$ cat config.mk
export PLATFORM = sky130hd
export DESIGN_NAME = wpred_top
export DESIGN_NICKNAME = d
export VERILOG_FILES = /design/src/rtl/wpred_pkg.sv /design/src/rtl/wpred_scale.sv /design/src/rtl/wpred_hold.sv /design/src/rtl/wpred_top.sv
export SDC_FILE = /design/constraint.sdc
export NUM_CORES = 1
export LEC_CHECK = 0
export BUFFER_PORTS_ARGS = -buffer_cell sky130_fd_sc_hd__buf_2
export CAP_MARGIN = 40
export CORE_MARGIN = 1
export CORE_UTILIZATION = 30
export CTS_CLUSTER_SIZE = 14
export DETAILED_ROUTE_END_ITERATION = 8
export SYNTH_ARGS = -nofsm -noshare
export SYNTH_HDL_FRONTEND = slang
export SYNTH_SLANG_ARGS = --single-unit
$ cat constraint.sdc
create_clock -name clk -period 30.1 [get_ports clk]
set_input_delay 1.505 -clock clk [delete_from_list [all_inputs] [get_ports clk]]
set_output_delay 1.505 -clock clk [all_outputs]
set_load 0.02 [all_outputs]
$ cat src/rtl/wpred_pkg.sv
package wpred_pkg;
  localparam int SAMPLE_W = 8;
  localparam int WGT_W    = 9;
  localparam int OFS_W    = 8;
  localparam int LOG_W    = 3;
  localparam int BLK_N    = 16;
  localparam int IDX_W    = $clog2(BLK_N);
  localparam int PROD_W   = SAMPLE_W + WGT_W;
  localparam int ACC_W    = PROD_W + 4;
  localparam int PIX_MAX  = (1 << SAMPLE_W) - 1;

  typedef logic signed [ACC_W-1:0] acc_t;

  function automatic logic [SAMPLE_W-1:0] clip_px(input acc_t v);
    if (v < 0)
      return '0;
    else if (v > acc_t'(PIX_MAX))
      return {SAMPLE_W{1'b1}};
    else
      return v[SAMPLE_W-1:0];
  endfunction
endpackage

$ cat src/rtl/wpred_scale.sv
module wpred_scale
  import wpred_pkg::*;
(
  input  logic [SAMPLE_W-1:0]       sample,
  input  logic [WGT_W-1:0]          weight,
  output logic signed [PROD_W-1:0]  prod
);
  localparam int SHIFT_N = WGT_W - 2;

  logic signed [WGT_W-2:0]  w_low;
  logic signed [SAMPLE_W:0] s_ext;
  logic                     big_path;

  always_comb begin
    w_low    = weight[WGT_W-2:0];
    s_ext    = {1'b0, sample};
    big_path = (weight[WGT_W-1:WGT_W-2] == 2'b01);
    if (big_path)
      prod = {{(PROD_W-SAMPLE_W-SHIFT_N){1'b0}}, sample, {SHIFT_N{1'b0}}};
    else
      prod = PROD_W'(w_low * s_ext);
  end
endmodule

$ cat src/rtl/wpred_hold.sv
module wpred_hold
  import wpred_pkg::*;
(
  input  logic                     clk,
  input  logic                     wr_en,
  input  logic [IDX_W-1:0]         addr,
  input  logic signed [PROD_W-1:0] wr_data,
  output logic signed [PROD_W-1:0] rd_data
);
  logic signed [PROD_W-1:0] mem [BLK_N];

  for (genvar g = 0; g < BLK_N; g++) begin : g_cell
    always_ff @(posedge clk) begin
      if (wr_en && (addr == IDX_W'(g)))
        mem[g] <= wr_data;
    end
  end

  assign rd_data = mem[addr];
endmodule

$ cat src/rtl/wpred_top.sv
module wpred_top
  import wpred_pkg::*;
(
  input  logic                 clk,
  input  logic                 rst_n,
  input  logic                 in_valid,
  output logic                 in_ready,
  input  logic [SAMPLE_W-1:0]  in_sample,
  input  logic                 in_bipred,
  input  logic [WGT_W-1:0]     w0,
  input  logic [OFS_W-1:0]     o0,
  input  logic [WGT_W-1:0]     w1,
  input  logic [OFS_W-1:0]     o1,
  input  logic [LOG_W-1:0]     log_wd,
  output logic                 out_valid,
  output logic [SAMPLE_W-1:0]  out_sample
);
  localparam logic [IDX_W-1:0] LAST = IDX_W'(BLK_N - 1);

  logic [IDX_W-1:0]    idx_q, idx_d;
  logic                pass_q, pass_d;
  logic                bi_q, bi_d;
  logic                rdy_q;
  logic                ov_q, ov_d;
  logic [SAMPLE_W-1:0] os_q, os_d;

  logic accept, first, bi_eff, wr_en;
  logic [WGT_W-1:0] w_sel;
  logic signed [PROD_W-1:0] prod, hold_rd;
  acc_t prod_x, hold_x, ofs0_x, ofs1_x, one_x, rnd_s, acc_s, res_s, sum_b, res_b;

  assign in_ready = rdy_q;
  assign accept   = in_valid & rdy_q;
  assign first    = ~pass_q & (idx_q == '0);
  assign bi_eff   = first ? in_bipred : bi_q;
  assign w_sel    = pass_q ? w1 : w0;

  wpred_scale u_scale (
    .sample (in_sample),
    .weight (w_sel),
    .prod   (prod)
  );

  wpred_hold u_hold (
    .clk     (clk),
    .wr_en   (wr_en),
    .addr    (idx_q),
    .wr_data (prod),
    .rd_data (hold_rd)
  );

  // arithmetic: offset and rounding merged ahead of the shift for one list
  always_comb begin
    prod_x = {{(ACC_W-PROD_W){prod[PROD_W-1]}}, prod};
    hold_x = {{(ACC_W-PROD_W){hold_rd[PROD_W-1]}}, hold_rd};
    ofs0_x = {{(ACC_W-OFS_W){o0[OFS_W-1]}}, o0};
    ofs1_x = {{(ACC_W-OFS_W){o1[OFS_W-1]}}, o1};
    one_x  = {{(ACC_W-1){1'b0}}, 1'b1};
    rnd_s  = (log_wd == '0) ? '0 : (one_x <<< (log_wd - LOG_W'(1)));
    acc_s  = prod_x + (ofs0_x <<< log_wd) + rnd_s;
    res_s  = acc_s >>> log_wd;
    sum_b  = hold_x + prod_x + (one_x <<< log_wd);
    res_b  = (sum_b >>> ({1'b0, log_wd} + (LOG_W+1)'(1)))
           + ((ofs0_x + ofs1_x + one_x) >>> 1);
  end

  always_comb begin
    idx_d  = idx_q;
    pass_d = pass_q;
    bi_d   = bi_q;
    ov_d   = 1'b0;
    os_d   = os_q;
    wr_en  = 1'b0;
    if (accept) begin
      if (first)
        bi_d = in_bipred;
      idx_d = (idx_q == LAST) ? '0 : idx_q + IDX_W'(1);
      if (!pass_q && bi_eff) begin
        wr_en = 1'b1;
        if (idx_q == LAST)
          pass_d = 1'b1;
      end else if (!pass_q) begin
        ov_d = 1'b1;
        os_d = clip_px(res_s);
      end else begin
        ov_d = 1'b1;
        os_d = clip_px(res_b);
        if (idx_q == LAST)
          pass_d = 1'b0;
      end
    end
  end

  always_ff @(posedge clk or negedge rst_n) begin
    if (!rst_n) begin
      idx_q  <= '0;
      pass_q <= 1'b0;
      bi_q   <= 1'b0;
      rdy_q  <= 1'b0;
      ov_q   <= 1'b0;
      os_q   <= '0;
    end else begin
      idx_q  <= idx_d;
      pass_q <= pass_d;
      bi_q   <= bi_d;
      rdy_q  <= 1'b1;
      ov_q   <= ov_d;
      if (ov_d)
        os_q <= os_d;
    end
  end

  assign out_valid  = ov_q;
  assign out_sample = os_q;

  p_ready_r1: assert property (@(posedge clk) disable iff (!rst_n)
    1'b1 |=> in_ready);

  p_latency_r2: assert property (@(posedge clk) disable iff (!rst_n)
    (accept && !(!pass_q && bi_eff)) |=> out_valid);

  p_first_pass_silent_r6: assert property (@(posedge clk) disable iff (!rst_n)
    (accept && !pass_q && bi_eff) |=> !out_valid);

  p_idle_r9: assert property (@(posedge clk) disable iff (!rst_n)
    !accept |=> !out_valid);

  p_unit_weight_r4: assert property (@(posedge clk) disable iff (!rst_n)
    (accept && !pass_q && !bi_eff && w0 == 9'h080 && log_wd == 3'd7 && o0 == '0)
      |=> (out_sample == $past(in_sample)));
endmodule

==> qor.yml, run 1 <==
synth:
  postSynth.asyncResetShare_pct: 5.56
  ys_top_cells_by_area: "edfxtp_1 42%, mux4_2 10%, ha_1 8.7%"
  netlist_area_mm2: 0.0193
  ys_ff_latch: 288
  postSynthCellCount: 1586
  synthDistinctLibCells: 88
  synth-main-ff-cell: "edfxtp_1"
  syn_nets: 1826
  synth_edf_count: 272
  synth_seq_area_share_pct: 44.3
  avgSynthCellArea_um2: 12.2
  synth_top_area_share_pct: 42.2
  yosysTopAreaCell: "edfxtp_1"
  yosys_warnings: 0
clocking:
  clk_pin_slew_ns: 0.06
  clock_latency_ns: 0.59
  clock-sinks: 288
  cts_buffers: 28
  hold_buffers: 0
  htree_num_levels: 1
  ctsResizeCount: 0
  root_buffer: "clkbuf_16"
  cts_tree: "built"
  clock_path_buffers: 3
  post_cts_buffers: 0
global_route:
  grt_use_total_pct: 15.1
  antenna_found_initial: 0
  grt_pass1_wl_mm: 77.5
  grt_max_degree: 56
  gr-total-overflow: 0
  grt_pass1_vias: 13099
setup_path:
  crit_path_top_delay_cell: "a41oi_1"
  max_stage_delay_ns: 0.76
  path_max_fanout: 18
  reg2reg_depth: 35
  crit_required_ns: 30.53
  critPathArrivalTime_ns: 12.83
  endpoint_kind: "flip-flop"
  path_delay_family: "compound AO/OA/AOI/OAI gates"
  startpoint: "w1[0]"
  worstSetupPathDepth: 36
  rr_endpoint: "out_sample[6]$_DFFE_PN0P_"
  reg2reg_from: "pass_q$_DFFE_PN0P_"
  r2r_slack_ns: 18.01
  endpoint: "out_sample[6]$_DFFE_PN0P_"
  path_buf_inv: 3
  critPathLaunchType: "input port"
  worstSetupPathType: "in -> reg"
placement:
  hpwl_mm: 35.9
  portBuffers: 58
  placed_area_mm2: 0.0207
  gp_congestion: 0.852
finish:
  fin_nets: 1884
  num_antenna_cells: 0
  fin_area_mm2: 0.0217
  final_common_cell: "edfxtp_1"
  drive_gt1_share_pct: 16.3
  syn_to_final_growth_pct: 12.0
  layout_common_cells: "272 x edfxtp_1, 134 x ha_1, 115 x inv_1"
  fill_cells: 6176
  fin_util_pct: 34.2
drt:
  vias: 13144
  routed_wl_mm: 49.9
  drt_pass1_iterations: 5
  route.detailed.drc: 0
  antenna_left: 0
  vias_per_cell: 5.24
  routedWlPerCell_um: 19.9
  first_iter_violations: 1123
die:
  pin_count: 59
  start_util_pct: 30.5
  dieHeight_um: 256
  die_area_mm2: 0.0655
  die_x_um: 256
  core_mm2: 0.0634
  fp-row-count: 92
sta:
  finalClockSkew_ns: 0.0402
  fin_crit_ns: 12.40
  clock.fmax_mhz: 80.6
  grt_setup_unrepaired: "false"
  relSlewSlack_pct: 33.8
  max_slew.worst_pin.slew_ns: 0.980
  setup_violations: 0
  drv_slew: 0
  timing.hold.ws_ns: 0.524
  hold_violations: 0
  fin_crit_sh_pct: 41.2
  fin_setup_tns_ns: 0
worst_hold_path:
  hold_path_class: "reg -> reg"
status:
  status: "finished, final reports clean"
run:
  max_cap_viol_count: 0
-- layout make-up --
type                    count  area [um^2]  share of cell area [%]
multi-input cells        1112        10100                    46.5
clock inverters            18          210                   0.970
well taps                 846         1060                    4.89
clock buffers              30          708                    3.27
flip-flops and latches    288         8570                    39.6
inverters                 117          439                    2.03
repair buffers             97          601                    2.77
-- worst min path at each step --
stage / startpoint / endpoint / slack, ns / depth (start not counted)
CTS: bi_q$_DFFE_PN0P_ / bi_q$_DFFE_PN0P_ / 0.53 / 1
global route: bi_q$_DFFE_PN0P_ / bi_q$_DFFE_PN0P_ / 0.54 / 1
floorplan: bi_q$_DFFE_PN0P_ / bi_q$_DFFE_PN0P_ / 0.48 / 1
detailed placement: bi_q$_DFFE_PN0P_ / bi_q$_DFFE_PN0P_ / 0.52 / 1
finish: bi_q$_DFFE_PN0P_ / bi_q$_DFFE_PN0P_ / 0.52 / 1
global placement: bi_q$_DFFE_PN0P_ / bi_q$_DFFE_PN0P_ / 0.49 / 1
-- cell families (layout without fill, tap and decap cells) --
logic type      count (synthesis)  in the layout  synth area share (%)
compound gates                328            328                  11.3
xor+xnor                       46             46                  2.15
fa+ha+maj                     191            191                  14.6
buf+inv                       186            262                  3.81
flops                         288            288                  44.3
mux                           138            138                  13.0
other cells                     1              1                0.0194
simple gates                  408            408                  10.8
-- registers in the layout, summed over array words and instances, names as in the netlist --
signal,flops
out_valid,1
idx_q,4
in_ready,1
bi_q,1
out_sample,8
pass_q,1
u_hold.mem,272
-- cell usage after synthesis, drive strengths merged (9+ instances only) --
master and instances:
ha 134, and3 15, a211o 11, mux4 90, or2 9, mux2 9
clkbuf 57, nor3 28, o21ai 84, edfxtp 272, nand3 23, xnor2 29
nor2 77, a21o 17, a31oi 17, nor2b 63, dfrtp 16, o211ai 11
a211oi 21, inv 115, fa 57, nand2b 24, mux2i 39, nand4 9
and2 20, a21oi 72, xor2 16, nand2 110, buf 12
-- stage by stage --
stage / setup WS, ns / cells
after floorplan: 18.80 / 1586
after global placement: 17.41 / 2455
after detailed placement: 17.24 / 2459
after CTS: 17.80 / 2507
after global routing: 17.03 / 2508
final: 17.70 / 2508
-- metal layers --
metal | global-route usage [%] | up-vias | part of all wire, %
li1 | - | 6111 | -
met1 | 20.9 | 6617 | 45
met2 | 25.3 | 355 | 48
met3 | 2.02 | 61 | 5.0
met4 | 2.53 | 0 | 1.6
met5 | 0 | - | 0
Power of run 1 is left out: the tool's default activity adds up to more than one toggle a clock period on the data nets, which glitch-free logic cannot reach.
==> run 2, diff against run 1 <==
Clock period 30.1 ns to 10.25 ns, I/O delays scaled along.
==> qor.yml, run 2 (synthesized netlist as in run 1, its figures left out) <==
status:
  status: "finished, final reports clean"
die:
  die_area_mm2: 0.0655  # unchanged
  pin_count: 59  # unchanged
  die_x_um: 256  # unchanged
  dieHeight_um: 256  # unchanged
  start_util_pct: 30.5  # unchanged
  core_mm2: 0.0634  # unchanged
  fp-row-count: 92  # unchanged
global_route:
  grt_pass1_vias: 13497  # +3.0%
  antenna_found_initial: 0  # unchanged
  gr-total-overflow: 0  # unchanged
  grt_use_met2_pct: 26.5  # +1.2 points
  grt_max_degree: 55  # -1.8%
  grt_busiest_layer: "met2"
  grt_pass1_wl_mm: 79.4  # +2.4%
  met1_usage_pct: 21.1  # +0.15 points
  met3_usage_pct: 1.69  # -0.33 points
  grt_use_total_pct: 15.5  # +0.41 points
setup_path:
  endpoint_kind: "flip-flop"
  crit_required_ns: 10.67  # -19.86 ns
  max_stage_delay_ns: 0.52  # -0.24 ns
  path_max_fanout: 7  # -11
  crit_path_top_delay_cell: "dfrtp_2"
  worstSetupPathType: "reg -> reg"
  critPathArrivalTime_ns: 10.23  # -2.60 ns
  critPathLaunchType: "flip-flop"
  reg2reg_depth: 45  # +29%
  crit_top_cell: "ha_1"
finish:
  drive_gt1_share_pct: 22.6  # +6.3 points
  num_antenna_cells: 0  # unchanged
  fill_cells: 6117  # -0.96%
  multiInputGateArea_mm2: 0.0104  # +3.7%
  syn_to_final_growth_pct: 16.0
  final_common_cell: "edfxtp_1"
  fin_nets: 1936  # +2.8%
  regArea_mm2: 0.00857  # about the same
  regMostFlops: "u_hold.mem"
  layout_common_cells: "272 x edfxtp_1, 126 x ha_1, 115 x inv_1"
  largest_reg_flops: 272  # unchanged
placement:
  portBuffers: 58  # unchanged
  gp_congestion: 0.910  # +6.8%
  hpwl_mm: 37.3  # +4.0%
  post-place-ws_ns: -0.100  # -17.34 ns
clocking:
  clk_pin_slew_ns: 0.06  # about the same
  clock_path_buffers: 3  # unchanged
  cts_tree: "built"
  clock_latency_ns: 0.56  # -0.03 ns
  clock-sinks: 288  # unchanged
  root_buffer: "clkbuf_16"
  cts_buffers: 29  # +3.6%
  htree_num_levels: 1  # unchanged
worst_hold_path:
  hold_path_class: "in -> reg"
  hold_depth: 2  # +1
sta:
  finalClockSkew_ns: 0.0310  # -0.00918 ns
  max_slew.worst_pin.slew_ns: 0.907  # -0.0727 ns
  fin_crit_sh_pct: 95.6
  fin_crit_ns: 9.80
  drv_slew: 0  # unchanged
  hold_violations: 0  # unchanged
  setup_slack_ns: 0.448  # -17.25 ns
  clock.fmax_mhz: 102
  relSlewSlack_pct: 39.5  # +5.7 points
  setup_violations: 0  # unchanged
run:
  max_cap_viol_count: 0  # unchanged
drt:
  routedWlPerCell_um: 20.3  # +1.9%
  antenna_left: 0  # unchanged
  route.detailed.drc: 0  # unchanged
  vias: 13561  # +3.2%
  first_iter_violations: 1193  # +6.2%
  drt_pass1_iterations: 5  # unchanged
  vias_per_cell: 5.29  # +0.96%
  routed_wl_mm: 52.0  # +4.1%
[run 2: what timing repair did]
action                                 CTS  global route
resized for setup                        9            76
hold buffers                             1             0
endpoints found under the hold margin   16             0
setup endpoints to repair                7             8
pin swaps                                0            14
setup buffers                            1             4
[run 2: final cells by class]
| cell class | count | area share [%] |
|---|---|---|
| clock buffers | 35 | 3.33 |
| clock inverters | 17 | 0.663 |
| inverters | 117 | 1.96 |
| multi-input cells | 1112 | 46.6 |
| flip-flops and latches | 288 | 38.2 |
| well taps | 846 | 4.72 |
| repair buffers | 148 | 4.57 |
[run 2: per-stage QoR]
step | TNS (ns) | cells | instance area [um^2] | util, % | hold slack (ns)
floorplan | 0 | 1586 | 19400 | - | 0.217
global placement | -0.265 | 2501 | 21100 | 33.2 | 0.492
detailed placement | -0.218 | 2505 | 21100 | 33.3 | 0.509
CTS | 0 | 2559 | 22100 | 34.8 | 0.187
global route | -0.110 | 2563 | 22400 | 35.4 | 0.213
finish | 0 | 2563 | 22400 | 35.4 | 0.214
[run 2: critical path, delay by kind of cell (launching register included)]
kind                       cells  cell delay [ns]
xor gates and xnor gates       2             0.30
AOI/OAI and AO/OA             17             2.51
buffers and inverters          7             0.64
DFF                            1             0.52
muxes                          2             0.69
and+or+nand+nor                8             1.99
adders and majority gates      9             3.01
[run 2: per-layer routing]
| layer | vias to the layer above | routed length (um) |
|---|---|---|
| li1 | 6230 | - |
| met1 | 6883 | 23300 |
| met2 | 384 | 25100 |
| met3 | 64 | 2710 |
| met4 | 0 | 833 |
| met5 | - | 0 |
[run 2: path summary, 6_finish.rpt]
| path | endpoint | start | slack, ns |
|---|---|---|---|
| min | bi_q$_DFFE_PN0P_ | in_bipred | 0.21 |
| max in group asynchronous | idx_q[0]$_DFFE_PN0P_ | rst_n | 9.40 |
| max | out_sample[6]$_DFFE_PN0P_ | pass_q$_DFFE_PN0P_ | 0.45 |
| max reg2reg | out_sample[6]$_DFFE_PN0P_ | pass_q$_DFFE_PN0P_ | 0.45 |
| min in group asynchronous | out_sample[7]$_DFFE_PN0P_ | rst_n | 0.44 |
| min reg2reg | bi_q$_DFFE_PN0P_ | bi_q$_DFFE_PN0P_ | 0.51 |
Power of run 2 is left out for the same reason.
